<file path="src/rtl/ps2w_pkg.sv">
package ps2w_pkg;

    localparam int NSRC = 4;

    // status / enable bit positions
    localparam int SRC_KINT = 0;
    localparam int SRC_MINT = 1;
    localparam int SRC_KDAT = 2;
    localparam int SRC_MDAT = 3;

    // sources honoured only on main power
    localparam logic [NSRC-1:0] MAIN_ONLY_MASK = 4'b0011;

    // control register bit positions
    localparam int CB_MISO = 6;
    localparam int CB_KISO = 5;
    localparam int CB_MLAT = 4;
    localparam int CB_KLAT = 3;

    // global configuration register core-reset bit
    localparam int GCR_RST_BIT = 6;

    typedef struct packed {
        logic m_iso;
        logic k_iso;
        logic m_latmode;
        logic k_latmode;
    } ctrl_t;

    typedef struct packed {
        ctrl_t      ctrl;
        logic       core_rst;
        logic [1:0] dat_prev;
    } top_st_t;

    typedef struct packed {
        logic [NSRC-1:0] sts;
        logic [NSRC-1:0] en;
        logic            gpme;
    } wake_st_t;

    typedef struct packed {
        logic prev;
        logic latched;
    } irq_st_t;

endpackage

</file>
<file path="src/rtl/ps2w_sync.sv">
module ps2w_sync #(
    parameter int WIDTH   = 2,
    parameter int STAGES  = 2,
    parameter logic RST_VAL = 1'b1
) (
    input  logic             clk,
    input  logic             rst_n,
    input  logic [WIDTH-1:0] din,
    output logic [WIDTH-1:0] dout
);
    logic [WIDTH-1:0] stg_d [STAGES];
    logic [WIDTH-1:0] stg_q [STAGES];

    always_comb begin
        stg_d[0] = din;
        for (int i = 1; i < STAGES; i++) begin
            stg_d[i] = stg_q[i-1];
        end
    end

    generate
        for (genvar g = 0; g < STAGES; g++) begin : g_stage
            always_ff @(posedge clk or negedge rst_n) begin
                if (!rst_n) stg_q[g] <= {WIDTH{RST_VAL}};
                else        stg_q[g] <= stg_d[g];
            end
        end
    endgenerate

    assign dout = stg_q[STAGES-1];
endmodule

</file>
<file path="src/rtl/ps2w_irq_latch.sv">
module ps2w_irq_latch
    import ps2w_pkg::*;
(
    input  logic clk,
    input  logic rst_n,
    input  logic irq_in,
    input  logic clr,
    input  logic lat_mode,
    output logic irq_out,
    output logic irq_rise
);
    irq_st_t st_d, st_q;

    always_comb begin
        st_d      = st_q;
        irq_rise  = irq_in & ~st_q.prev;
        st_d.prev = irq_in;
        if (irq_rise)  st_d.latched = 1'b1;
        else if (clr)  st_d.latched = 1'b0;
        irq_out = lat_mode ? st_q.latched : (irq_in & st_q.latched);
    end

    always_ff @(posedge clk or negedge rst_n) begin
        if (!rst_n) st_q <= '0;
        else        st_q <= st_d;
    end
endmodule

</file>
<file path="src/rtl/ps2w_wake.sv">
module ps2w_wake
    import ps2w_pkg::*;
#(
    parameter int N = NSRC,
    parameter logic [N-1:0] MAIN_MASK = MAIN_ONLY_MASK
) (
    input  logic         clk,
    input  logic         rst_n,
    input  logic         main_pwr,
    input  logic [N-1:0] evt,
    input  logic         en_wr,
    input  logic [N-1:0] en_wr_data,
    input  logic         gpme_wr,
    input  logic         gpme_wr_data,
    input  logic         clr_wr,
    input  logic [N-1:0] clr_data,
    output logic [N-1:0] sts,
    output logic [N-1:0] en,
    output logic         gpme,
    output logic         pme
);
    logic [N-1:0] sts_d, sts_q, en_d, en_q, qual;
    logic         gpme_d, gpme_q;

    generate
        for (genvar g = 0; g < N; g++) begin : g_qual
            if (MAIN_MASK[g]) begin : g_main
                assign qual[g] = evt[g] & main_pwr;
            end else begin : g_any
                assign qual[g] = evt[g];
            end
        end
    endgenerate

    always_comb begin
        sts_d  = sts_q;
        en_d   = en_q;
        gpme_d = gpme_q;
        if (clr_wr)  sts_d = sts_d & ~clr_data;
        sts_d = sts_d | qual;
        if (en_wr)   en_d   = en_wr_data;
        if (gpme_wr) gpme_d = gpme_wr_data;
    end

    always_ff @(posedge clk or negedge rst_n) begin
        if (!rst_n) begin
            sts_q  <= '0;
            en_q   <= '0;
            gpme_q <= 1'b0;
        end else begin
            sts_q  <= sts_d;
            en_q   <= en_d;
            gpme_q <= gpme_d;
        end
    end

    assign sts  = sts_q;
    assign en   = en_q;
    assign gpme = gpme_q;
    assign pme  = gpme_q & (|(sts_q & en_q));
endmodule

</file>
<file path="src/rtl/ps2_wake_iso.sv">
module ps2_wake_iso
    import ps2w_pkg::*;
#(
    parameter int SYNC_STAGES = 2
) (
    input  logic       clk,
    input  logic       rst_n,
    input  logic       main_pwr,
    input  logic       cfg_wr_en,
    input  logic [7:0] cfg_wr_data,
    output logic [7:0] ctrl_rd,
    input  logic       gcr_wr_en,
    input  logic [7:0] gcr_wr_data,
    output logic       core_rst,
    input  logic       en_wr,
    input  logic [3:0] en_wr_data,
    input  logic       gpme_wr,
    input  logic       gpme_wr_data,
    input  logic       sts_clr_wr,
    input  logic [3:0] sts_clr_data,
    output logic [3:0] pme_sts,
    output logic       pme_out,
    input  logic       kbd_clk_pin,
    input  logic       kbd_dat_pin,
    input  logic       ms_clk_pin,
    input  logic       ms_dat_pin,
    output logic       core_kbd_clk,
    output logic       core_kbd_dat,
    output logic       core_ms_clk,
    output logic       core_ms_dat,
    input  logic       core_kint,
    input  logic       core_mint,
    input  logic       kint_clr,
    input  logic       mint_clr,
    output logic       kint_out,
    output logic       mint_out
);
    top_st_t    st_d, st_q;
    logic [1:0] dat_s;
    logic [1:0] dat_fall;
    logic       kint_rise, mint_rise;
    logic [NSRC-1:0] evt;
    logic [NSRC-1:0] wake_en_w;
    logic            gpme_w;

    logic unused_wr_bits;
    assign unused_wr_bits = ^{cfg_wr_data[7], cfg_wr_data[2:0],
                              gcr_wr_data[7], gcr_wr_data[5:0]};

    // data lines into the wake detector, never gated
    ps2w_sync #(.WIDTH(2), .STAGES(SYNC_STAGES), .RST_VAL(1'b1)) u_dat_sync (
        .clk   (clk),
        .rst_n (rst_n),
        .din   ({ms_dat_pin, kbd_dat_pin}),
        .dout  (dat_s)
    );

    always_comb begin
        st_d          = st_q;
        st_d.dat_prev = dat_s;
        dat_fall      = st_q.dat_prev & ~dat_s;
        if (cfg_wr_en) begin
            st_d.ctrl.m_iso     = cfg_wr_data[CB_MISO];
            st_d.ctrl.k_iso     = cfg_wr_data[CB_KISO];
            st_d.ctrl.m_latmode = cfg_wr_data[CB_MLAT];
            st_d.ctrl.k_latmode = cfg_wr_data[CB_KLAT];
        end
        if (gcr_wr_en) st_d.core_rst = gcr_wr_data[GCR_RST_BIT];
    end

    always_ff @(posedge clk or negedge rst_n) begin
        if (!rst_n) begin
            st_q          <= '0;
            st_q.dat_prev <= 2'b11;
        end else begin
            st_q <= st_d;
        end
    end

    always_comb begin
        ctrl_rd              = '0;
        ctrl_rd[CB_MISO]     = st_q.ctrl.m_iso;
        ctrl_rd[CB_KISO]     = st_q.ctrl.k_iso;
        ctrl_rd[CB_MLAT]     = st_q.ctrl.m_latmode;
        ctrl_rd[CB_KLAT]     = st_q.ctrl.k_latmode;
    end

    // isolation: blocked lines rest at the PS/2 idle level
    assign core_kbd_clk = st_q.ctrl.k_iso | kbd_clk_pin;
    assign core_kbd_dat = st_q.ctrl.k_iso | kbd_dat_pin;
    assign core_ms_clk  = st_q.ctrl.m_iso | ms_clk_pin;
    assign core_ms_dat  = st_q.ctrl.m_iso | ms_dat_pin;
    assign core_rst     = st_q.core_rst;

    ps2w_irq_latch u_klat (
        .clk      (clk),
        .rst_n    (rst_n),
        .irq_in   (core_kint),
        .clr      (kint_clr),
        .lat_mode (st_q.ctrl.k_latmode),
        .irq_out  (kint_out),
        .irq_rise (kint_rise)
    );

    ps2w_irq_latch u_mlat (
        .clk      (clk),
        .rst_n    (rst_n),
        .irq_in   (core_mint),
        .clr      (mint_clr),
        .lat_mode (st_q.ctrl.m_latmode),
        .irq_out  (mint_out),
        .irq_rise (mint_rise)
    );

    always_comb begin
        evt           = '0;
        evt[SRC_KINT] = kint_rise;
        evt[SRC_MINT] = mint_rise;
        evt[SRC_KDAT] = dat_fall[0];
        evt[SRC_MDAT] = dat_fall[1];
    end

    ps2w_wake #(.N(NSRC), .MAIN_MASK(MAIN_ONLY_MASK)) u_wake (
        .clk          (clk),
        .rst_n        (rst_n),
        .main_pwr     (main_pwr),
        .evt          (evt),
        .en_wr        (en_wr),
        .en_wr_data   (en_wr_data),
        .gpme_wr      (gpme_wr),
        .gpme_wr_data (gpme_wr_data),
        .clr_wr       (sts_clr_wr),
        .clr_data     (sts_clr_data),
        .sts          (pme_sts),
        .en           (wake_en_w),
        .gpme         (gpme_w),
        .pme          (pme_out)
    );
endmodule

</file>
<file path="config.mk">
export PLATFORM = sky130hd
export DESIGN_NAME = ps2_wake_iso
export DESIGN_NICKNAME = d
export VERILOG_FILES = /design/src/rtl/ps2w_pkg.sv /design/src/rtl/ps2w_sync.sv /design/src/rtl/ps2w_irq_latch.sv /design/src/rtl/ps2w_wake.sv /design/src/rtl/ps2_wake_iso.sv
export SDC_FILE = /design/constraint.sdc
export NUM_CORES = 1
export LEC_CHECK = 0
export BUFFER_PORTS_ARGS = -buffer_cell sky130_fd_sc_hd__buf_2
export CAP_MARGIN = 10
export CORE_UTILIZATION = 36
export DETAILED_ROUTE_END_ITERATION = 7
export PLACE_DENSITY = 0.73
export SYNTH_ARGS = -nofsm -noshare
export SYNTH_HDL_FRONTEND = slang
export SYNTH_SLANG_ARGS = --single-unit
</file>
<file path="constraint.sdc">
create_clock -name clk -period 0.9 [get_ports clk]
set_input_delay 0.135 -clock clk [delete_from_list [all_inputs] [get_ports clk]]
set_output_delay 0.135 -clock clk [all_outputs]
set_load 0.005 [all_outputs]
</file>
## Word-level counts from Yosys, hierarchy flattened

Index checks and enable logic that the tools add are counted.

- Register bits: 24
- Output and inout port bits: 20
- Word-level logic and storage cells: 44

- Mux-type cells: 7
- Bitwise operators: 19
- Reduce and logical (&&, ||, !) cells: 3

Operators by type and width:

| kind | count |
|---|---|
| $and A4 B4 Y4 | 2 |
| $and A1 B1 Y1 | 7 |
| $mux W1 | 6 |
| $mux W4 | 1 |
| $not A4 Y4 | 1 |
| $or A1 B1 Y1 | 4 |
| $or A4 B4 Y4 | 1 |
| $reduce_bool A2 Y1 | 2 |
| $reduce_or A4 Y1 | 1 |
| $and A2 B2 Y2 | 1 |
| $not A1 Y1 | 2 |
| $not A2 Y2 | 1 |

## Longest topological paths before layout

Gate-level depths: netlist of the first run.

- Depth in word-level cells: 4
- Gate-level depth with buffers: 2
- Gate-level depth less buffers: 2

## Cells and area by module

Synthesis of the first run repeated with hierarchy kept, for this count alone.

- Cells, all modules: 70
- Area, all modules: 957.2 sq um

By module, submodules not included:

| module | instances | cells an instance | area each (sq um) | seq. area each (sq um) |
|---|---|---|---|---|
| ps2w_wake | 1 | 25 | 351.6 | 225.2 |
| ps2_wake_iso | 1 | 27 | 335.3 | 177.7 |
| ps2w_irq_latch | 2 | 7 | 82.6 | 50.0 |
| ps2w_sync | 1 | 4 | 105.1 | 105.1 |

## Worst setup path before layout of the first run

No wires, ideal clock.

- Path kind: reg2reg
- Start point: register u_dat_sync.stg_q (netlist bit u_dat_sync.dout[0])
- End point: register u_wake.sts_q[2], in the netlist u_wake.sts[2]
- Library setup time: 0.121 ns
- Arrival time: 0.738 ns
- Slack: 0.041 ns
- Stages on the path, launching flop included: 3
- Buffers on the path: 0
- Clock period less this slack: 0.859 ns
- Cell sequence: dfstp_2 inv_1 a22o_1

- Word-level cells in the longest chain between the ends: 3

RTL lines:

| what | line | source |
|---|---|---|
| start: declaration | ps2w_sync.sv:12 | `logic [WIDTH-1:0] stg_q [STAGES];` |
| start signal: indexed assignment | ps2w_sync.sv:24 | `if (!rst_n) stg_q[g] <= {WIDTH{RST_VAL}};` |
| start signal: indexed assignment | ps2w_sync.sv:25 | `else stg_q[g] <= stg_d[g];` |
| $not A2 Y2 | ps2_wake_iso.sv:61 | `dat_fall = st_q.dat_prev & ~dat_s;` |
| $and A2 B2 Y2 | ps2_wake_iso.sv:61 |  |
| $or A4 B4 Y4 | ps2w_wake.sv:40 | `sts_d = sts_d \| qual;` |
| via u_wake.sts_d[2] | ps2w_wake.sv:22 | `logic [N-1:0] sts_d, sts_q, en_d, en_q, qual;` |
| end signal: assignment | ps2w_wake.sv:51 | `sts_q <= sts_d;` |
| end: declaration | ps2w_wake.sv:22 |  |

The timed path passes the listed nets, and every way through them passes these cells.
A chain may end at the register's enable or synchronous reset.

## Worst setup path after layout of the first run

- Start point: register u_wake.en_q[0], in the netlist u_wake.en[0]
- End point: output pme_out

- Word-level cells in the longest chain between the ends: 3

RTL lines:

| what | line | source |
|---|---|---|
| start: declaration | ps2w_wake.sv:22 |  |
| start signal: assignment | ps2w_wake.sv:52 | `en_q <= en_d;` |
| $and A4 B4 Y4 | ps2w_wake.sv:60 | `assign pme = gpme_q & (\|(sts_q & en_q));` |
| $reduce_or A4 Y1 | ps2w_wake.sv:60 |  |
| $and A1 B1 Y1 | ps2w_wake.sv:60 |  |
| end: declaration | ps2_wake_iso.sv:22 | `output logic pme_out,` |

Every way passes these cells.

==> reports/results.tsv, run 1 <==
metric	value	unit
die width	53.1	um
wire length on met1	681	um
effective utilization at floorplan	37.9	%
area of the core	2480	um2
Cell Chain, Critical Path	a22oi_2 > a21boi_1 > buf_2	
mux cell area share after synthesis	12.0	%
sequential share of the synthesized area	64.7	%
max-slew violations	0	
Max-cap violations	0	
Max-slew headroom	66.4	%
fmax	804	MHz
hpwl dp	1.24	mm
max layer used	met3	
fin crit share	138	%
H-tree depth	1	
largest family of logic cells by synthesized area	multiplexers	
Pwr Total	0.00219	W
clock sinks	24	
Final Setup Violations	21	
Ports	61	
vias per inst	4.50	
Hold Path Depth	2	
fraction of layout cells with a size suffix above 1	57.0	%
crit path DAT	1.11	ns
delay of the slowest critical-path stage	0.41	ns
R2R Setup Slk	-0.07	ns
final hold slack	0.0467	ns
Syn Area/Cell	13.8	um2
CP startpoint kind	flip-flop	
Synthesis Warnings	0	
final wirelength	1.75	mm
R2R depth	3	
xor/xnor cell area share of the yosys netlist	0	%
Slew @ Worst Pin	0.504	ns
Post-DRT Antenna Nets	0	
First-pass DRT Iterations	3	
Crit Path Class	flip-flop to output port	
CTS tree	built	
commonest non-fill, non-tap cell in the layout	buf_2	
synth unique cells	15	
total CTS buffers	3	
post-synthesis simple-gate area fraction	4.26	%
commonest cells after routing, fill and taps aside	39 x buf_2, 18 x dfrtp_1, 13 x buf_6	
critical-path maximum fanout	2	
CP required	0.76	ns
port buffer count	45	
RSZ-0062 raised after global routing	yes	
pwr dens	1560	nW/um2
die area	2820	um2
vias	711	
Layout Area Growth over Synthesis	49.0	%
root buf cell	clkbuf_4	
Critical Path End Type	output port	
Ant. Diodes	0	
outcome	finished, violations left	
Synth Cell Area	940	um2
DIE HEIGHT	53.1	um
Remaining Overflow, GRT	0	
largest net degree at the start of global routing	25	
clock latency on the worst-skew pair	0.29	ns
failing checks	negative setup slack	
maximum vdd drop	1200	uV
Clk pin slew, worst setup/hold paths	0.12	ns
fillers	233	
Util after Layout	56.5	%
leakage	0.712	nW
layout net count	170	
post-DR wirelength/cell	11.1	um
critical path's slowest cell	dfrtp_1	
vias in the first global route	684	
Final min period	1.24	ns
floorplan row count	18	
Fin. Hold Viols	0	
routed wl met2	948	um
Hold Path Class	primary input to flip-flop	
Synth Area in Compound Gates	9.85	%
post-synthesis cell count	68	
global-route wire length before repair	2.79	mm
met3 WL post-DR	120	um
FF-to-FF Start	u_wake.sts[1]	
Worst R2R End	u_wake.sts[1]	
initial drt markers	4	
Synth Area in Adders	0	%
Setup WS pre-CTS	-0.0459	ns
Total GRT Usage	13.9	%
Final Wtd Congestion	0.679	
Setup Skew	0.000846	ns
flops & latches, synth	24	
end of the worst hold path	ctrl_rd[6]	
worst hold start	cfg_wr_data[6]	
initial antenna violation count	0	
slack of the critical path	-0.344	ns
clk buf depth	2	
DR DRC count	0	
## power breakdown
| group | total [W] | internal, W | switching (W) |
|---|---|---|---|
| registers | 0.00124 | 0.00118 | 0.0000590 |
| clock network | 0.000462 | 0.000172 | 0.000289 |
| logic | 0.000485 | 0.000322 | 0.000163 |
| total | 0.00219 | 0.00168 | 0.000511 |
## flip-flops by register name, summed over array words and instances (netlist names)
register          flops
u_wake.en             4
u_wake.gpme           1
ctrl_rd               4
u_wake.sts            4
u_mlat.st_q           2
st_q                  2
u_dat_sync.stg_d      2
u_dat_sync.dout       2
u_klat.st_q           2
core_rst              1
## metal layers
| metal | track usage (%) | vias up |
|---|---|---|
| li1 | - | 338 |
| met1 | 16.3 | 340 |
| met2 | 25.1 | 33 |
| met3 | 2.87 | 0 |
| met4 | 3.95 | 0 |
| met5 | 0 | - |
## per-stage QoR
| stage | cell area (um2) | cells | setup TNS (ns) |
|---|---|---|---|
| final | 1400 | 158 | -3.65 |
| after global routing | 1400 | 158 | -4.73 |
| after CTS | 1350 | 154 | -3.41 |
| after detailed placement | 1180 | 142 | -0.0524 |
| after global placement | 1180 | 142 | -0.0464 |
| after floorplan | 951 | 71 | 0 |
## synth_stat cells
cell type | n | area share, %
dfrtp_1 | 18 | 48
buf_4 | 8 | 6.4
mux2_1 | 8 | 9.6
dfstp_2 | 6 | 17
inv_1 | 6 | 2.4
a22o_1 | 4 | 3.7
nand2_1 | 4 | 1.6
or2_1 | 3 | 2.0
a22oi_1 | 2 | 1.6
a32o_1 | 2 | 2.1
mux2_2 | 2 | 2.4
o21a_1 | 2 | 1.6
a21boi_0 | 1 | 0.80
conb_1 | 1 | 0.40
or2_2 | 1 | 0.67
## kinds of logic (layout without fill, tap and decap cells)
group | count (synthesis) | in the layout
muxes | 10 | 10
and+or+nand+nor | 8 | 8
AOI/OAI and AO/OA | 11 | 11
DFF | 24 | 24
other | 1 | 4
buffers and inverters | 14 | 71
## worst max path at each step
stage                       startpoint             to  slack (ns)  cells after the start
floorplan           u_dat_sync.dout[0]  u_wake.sts[2]        0.04                      2
global placement         u_wake.sts[2]        pme_out       -0.05                      3
detailed placement       u_wake.sts[2]        pme_out       -0.05                      3
CTS                       u_wake.en[2]        pme_out       -0.36                      3
global route              u_wake.en[0]        pme_out       -0.43                      3
finish                    u_wake.en[0]        pme_out       -0.34                      3
## worst max-delay path, delay by kind of cell (launching register included)
kind	cells	cell delay, ns
compound gates	2	0.28
buf+inv	1	0.13
flops	1	0.41
## layout make-up
type,instances,area [um2],area share [%]
tap,30,37.5,2.68
sequential,24,608,43.4
clock buffer,4,26.3,1.88
timing repair buffer,61,422,30.1
inverter,6,22.5,1.61
multi-input combinational,33,284,20.3
## repair_timing
| action | CTS | global route |
|---|---|---|
| setup buffers | 3 | 7 |
| hold buffers | 5 | 0 |
| pin swaps | 3 | 1 |
| resized for setup | 15 | 6 |
| hold endpoints to repair | 22 | 0 |
| endpoints found under the setup margin | 16 | 20 |
No activity file was read; power rests on OpenSTA's default activity.
==> run 2: changes to the inputs <==
--- a/config.mk
+++ b/config.mk
@@ -7,6 +7,8 @@
 export LEC_CHECK = 0
 export BUFFER_PORTS_ARGS = -buffer_cell sky130_fd_sc_hd__buf_2
 export CAP_MARGIN = 10
+export CORE_ASPECT_RATIO = 1.4
+export CORE_MARGIN = 4
 export CORE_UTILIZATION = 36
 export DETAILED_ROUTE_END_ITERATION = 7
 export PLACE_DENSITY = 0.73
==> run 2 against run 1 <==
The run still ends with negative setup slack left. Die area rose by 24%. Core utilization grew 0.27 points. Setup slack got worse by 0.0078 ns. Count of clock-buffer cells in the layout unchanged. Global-route usage decreased by 1.0 points. Power up 3.3%. Cell count stayed put. Sequential power about the same. Largest power group unchanged.
==> reports/results.tsv, run 2 (same netlist as run 1, synthesis figures left out) <==
metric	value	unit
Final Setup Violations	18	
multi-input logic area	280	um2
commonest cells after routing, fill and taps aside	38 x buf_2, 18 x dfrtp_1, 14 x buf_6	
vias in the first global route	770	
hpwl dp	1.51	mm
failing checks	negative setup slack	
Max-slew headroom	65.2	%
Seq. cell area	608	um2
Final Wtd Congestion	0.636	
Total GRT Usage	12.8	%
DR DRC count	0	
DIE HEIGHT	68.5	um
Util after Layout	56.8	%
clock sinks	24	
fmax	799	MHz
clk buf depth	2	
First-pass DRT Iterations	2	
Ports	61	
Hold Path Class	primary input to flip-flop	
Critical Path End Type	output port	
final wirelength	2.01	mm
Final min period	1.25	ns
sequential power share	55.0	%
die area	3500	um2
switching share of power	23.5	%
largest net degree at the start of global routing	25	
slack of the critical path	-0.352	ns
R2R Setup Slk	-0.11	ns
worst hold start	cfg_wr_data[5]	
pwr dens	1630	nW/um2
root buf cell	clkbuf_4	
Hold Path Depth	2	
Fin. Hold Viols	0	
FF-to-FF Start	ctrl_rd[4]	
die width	51.2	um
layout net count	166	
total CTS buffers	3	
fin crit share	139	%
initial drt markers	10	
H-tree depth	1	
max layer used	met3	
vias	702	
area of the core	2440	um2
vias per inst	4.44	
Sw Pwr	0.000531	W
Max-cap violations	0	
Layout Area Growth over Synthesis	47.7	%
Worst R2R End	ctrl_rd[4]	
routed wl met2	1.07	mm
global-route wire length before repair	3.31	mm
Setup Skew	0.00154	ns
outcome	finished, violations left	
crit path DAT	1.12	ns
wire length on met1	741	um
Crit Path Class	flip-flop to output port	
Post-DRT Antenna Nets	0	
Cell Int Power	0.00173	W
R2R depth	3	
Ant. Diodes	0	
CP startpoint kind	flip-flop	
CTS tree	built	
met3 WL post-DR	195	um
effective utilization at floorplan	38.5	%
critical-path maximum fanout	2	
max-slew violations	0	
RSZ-0062 raised after global routing	yes	
Comb power frac	20.3	%
Clk pin slew, worst setup/hold paths	0.13	ns
commonest non-fill, non-tap cell in the layout	buf_2	
CP required	0.76	ns
floorplan row count	21	
Remaining Overflow, GRT	0	
fraction of layout cells with a size suffix above 1	56.5	%
port buffer count	45	
clock latency on the worst-skew pair	0.31	ns
Setup WS pre-CTS	-0.0915	ns
leakage	0.695	nW
Slew @ Worst Pin	0.522	ns
maximum vdd drop	1060	uV
clock network power share	24.7	%
post-DR wirelength/cell	12.7	um
initial antenna violation count	0	
fillers	223	
end of the worst hold path	ctrl_rd[5]	
-- run 2: cell count changes in the layout (fill, tap and decap cells not counted) --
| cell | change |
|---|---|
| buf_2 | -1 |
| buf_4 | -4 |
| buf_6 | +1 |
| clkbuf_1 | -1 |
| clkbuf_8 | +1 |
| inv_1 | -1 |
| inv_2 | +1 |
| mux2_1 | +1 |
| mux2_4 | -1 |
-- run 2: routing by layer --
layer	vias to the layer above	GRT usage, %
met5	-	0
met4	0	4.04
met3	0	2.83
met2	37	24.0
met1	334	14.3
li1	331	-
-- run 2: timing repair --
item,in CTS,in global routing
gates resized for setup,16,6
hold endpoints to repair,22,0
hold buffers,5,0
pin swaps,5,2
buffers inserted,4,1
setup endpoints to repair,17,20
-- run 2: power by group through the flow --
stage	sequential, W	clock, W	combinational [W]
2_1_floorplan	0.00125	0	0.000152
3_3_place_gp	0.00124	0	0.000324
3_5_place_dp	0.00125	0	0.000338
4_1_cts	0.00124	0.000573	0.000448
5_1_grt	0.00125	0.000632	0.000507
6_report	0.00124	0.000557	0.000459
-- run 2: worst max-delay path: stages (launching register included) --
cell	delay, ns
dfrtp_1	0.41
a22oi_2	0.19
a21boi_1	0.09
buf_2	0.13
-- run 2: metrics by stage --
step	hold slack (ns)	instances	total power (W)	instance area, um2	setup TNS (ns)
final	0.0340	158	0.00226	1390	-3.58
after CTS	0.0245	158	0.00226	1370	-3.76
after detailed placement	0.135	146	0.00159	1190	-0.0961
after floorplan	-0.161	71	0.00140	951	0
after global routing	0.0254	158	0.00239	1390	-4.51
after global placement	0.130	146	0.00157	1190	-0.0501
-- run 2: final cells by class --
| cell class | count | area share (%) |
|---|---|---|
| inverter | 6 | 1.62 |
| sequential | 24 | 43.8 |
| tap | 34 | 3.07 |
| multi-input combinational | 33 | 20.2 |
| timing repair buffer | 57 | 28.7 |
| clock buffer | 4 | 2.61 |
-- run 2: worst max path at each step --
stage / end / from / cells past startpoint
after floorplan: u_wake.sts[2] / u_dat_sync.dout[0] / 2
after global placement: pme_out / u_wake.sts[2] / 3
after detailed placement: pme_out / u_wake.sts[2] / 3
after CTS: pme_out / u_wake.en[2] / 3
after global routing: pme_out / u_wake.en[2] / 3
final: pme_out / u_wake.en[0] / 3
==> run 3: changes to the inputs <==
--- a/config.mk
+++ b/config.mk
@@ -10,6 +10,7 @@
 export CORE_ASPECT_RATIO = 1.4
 export CORE_MARGIN = 4
 export CORE_UTILIZATION = 36
+export CTS_BUF_LIST = sky130_fd_sc_hd__clkbuf_16
 export DETAILED_ROUTE_END_ITERATION = 7
 export PLACE_DENSITY = 0.73
 export SYNTH_ARGS = -nofsm -noshare
==> run 3 against run 2 <==
The run still ends with negative setup slack left. Non-clock buffer count shrank 3. Design area grew 0.81%. Power grew 16%. Global-route usage grew 0.093 points.
==> reports/results.tsv, run 3 (same netlist as run 1, synthesis figures left out) <==
metric	value	unit
outcome	finished, violations left	
failing checks	negative setup slack	
clock latency on the worst-skew pair	0.25	ns
port buffer count	45	
Setup Skew	0.000361	ns
H-tree depth	1	
Pwr Total	0.00262	W
Final min period	1.18	ns
initial drt markers	12	
FF-to-FF Start	ctrl_rd[4]	
effective utilization at floorplan	38.5	%
First-pass DRT Iterations	3	
fin crit share	131	%
die width	51.2	um
CP required	0.76	ns
floorplan row count	21	
total CTS buffers	3	
Slew @ Worst Pin	0.515	ns
initial antenna violation count	0	
global-route wire length before repair	3.30	mm
Total GRT Usage	12.9	%
DR DRC count	0	
leakage	0.698	nW
clk buf depth	2	
DIE HEIGHT	68.5	um
commonest cells after routing, fill and taps aside	38 x buf_2, 18 x dfrtp_1, 13 x buf_6	
Clk pin slew, worst setup/hold paths	0.06	ns
hpwl dp	1.51	mm
Seq. cell area	608	um2
multi-input logic area	280	um2
layout net count	163	
die area	3500	um2
Non-Filler Instances	155	
maximum vdd drop	1300	uV
Max-slew headroom	65.7	%
Fin. Hold Viols	0	
vias	695	
R2R depth	2	
largest net degree at the start of global routing	25	
clock sinks	24	
area of the core	2440	um2
Setup WS pre-CTS	-0.0915	ns
Critical Path End Type	output port	
fillers	223	
worst hold start	core_kint	
end of the worst hold path	u_klat.st_q[1]	
placed cells	146	
slack of the critical path	-0.278	ns
Hold Path Class	primary input to flip-flop	
final wirelength	1.95	mm
Crit Path Class	flip-flop to output port	
Post-DRT Antenna Nets	0	
vias per inst	4.48	
Final Wtd Congestion	0.636	
root buf cell	clkbuf_16	
final hold slack	0.0343	ns
Max-cap violations	0	
Layout Area Growth over Synthesis	48.9	%
vias in the first global route	765	
RSZ-0062 raised after global routing	yes	
Hold Path Depth	1	
post-DR wirelength/cell	12.6	um
pwr dens	1870	nW/um2
Ports	61	
R2R Setup Slk	0.02	ns
Ant. Diodes	0	
fmax	849	MHz
Remaining Overflow, GRT	0	
CP startpoint kind	flip-flop	
CTS tree	built	
final instance area	1400	um2
critical-path maximum fanout	2	
max-slew violations	0	
fraction of layout cells with a size suffix above 1	56.2	%
crit path DAT	1.04	ns
Final Setup Violations	15	
Worst R2R End	ctrl_rd[4]	
commonest non-fill, non-tap cell in the layout	buf_2	
DP Area	1190	um2
run 3: changes by cell type in the layout (fill, tap and decap cells not counted), sizes merged:
cell         previous run  this run
buf                    52        51
dlygate4sd3             5         3
clkinv                  0         1
clkbuf                  4         3
run 3: timing repair:
item | CTS | global route
setup endpoints to repair | 16 | 20
resized for setup | 15 | 6
hold endpoints to repair | 20 | 0
pin swaps | 5 | 2
buffers inserted | 3 | 1
hold buffers | 3 | 0
run 3: area by class of cell:
| cell class | count | area share (%) |
|---|---|---|
| inverters | 6 | 1.61 |
| clock buffers | 3 | 5.37 |
| well taps | 34 | 3.04 |
| repair buffers | 54 | 26.2 |
| flip-flops and latches | 24 | 43.5 |
| clock inverters | 1 | 0.268 |
| multi-input cells | 33 | 20.0 |
run 3: per-stage QoR:
step	utilization [%]	setup TNS [ns]
5_1_grt	57.2	-2.78
4_1_cts	56.5	-2.31
2_1_floorplan	-	0
3_3_place_gp	48.6	-0.0501
3_5_place_dp	48.6	-0.0961
6_report	57.2	-2.20
run 3: worst max-delay path by stage:
stage,cells past startpoint,startpoint,endpoint,slack [ns]
global placement,3,u_wake.sts[2],pme_out,-0.05
finish,3,u_wake.en[2],pme_out,-0.28
CTS,3,u_wake.en[2],pme_out,-0.30
detailed placement,3,u_wake.sts[2],pme_out,-0.09
global route,3,u_wake.en[2],pme_out,-0.33
floorplan,2,u_dat_sync.dout[0],u_wake.sts[2],0.04
run 3: power breakdown:
| part | leakage [nW] | total [W] | switching, W | internal, W |
|---|---|---|---|---|
| logic | 0.385 | 0.000441 | 0.000156 | 0.000285 |
| clock network | 0.0385 | 0.000939 | 0.000347 | 0.000593 |
| registers | 0.275 | 0.00124 | 0.0000589 | 0.00118 |
| total | 0.698 | 0.00262 | 0.000562 | 0.00206 |
run 3: routing by layer:
| metal | track usage (%) | part of all wire [%] |
|---|---|---|
| met1 | 13.5 | 35 |
| met2 | 24.2 | 53 |
| met3 | 3.70 | 11 |
| met4 | 5.05 | 0.72 |
| met5 | 0 | 0 |
run 3: critical path, cell delays in order, from the launching register on:
cell	delay, ns
dfrtp_1	0.38
a22oi_2	0.19
a21boi_1	0.09
buf_2	0.13
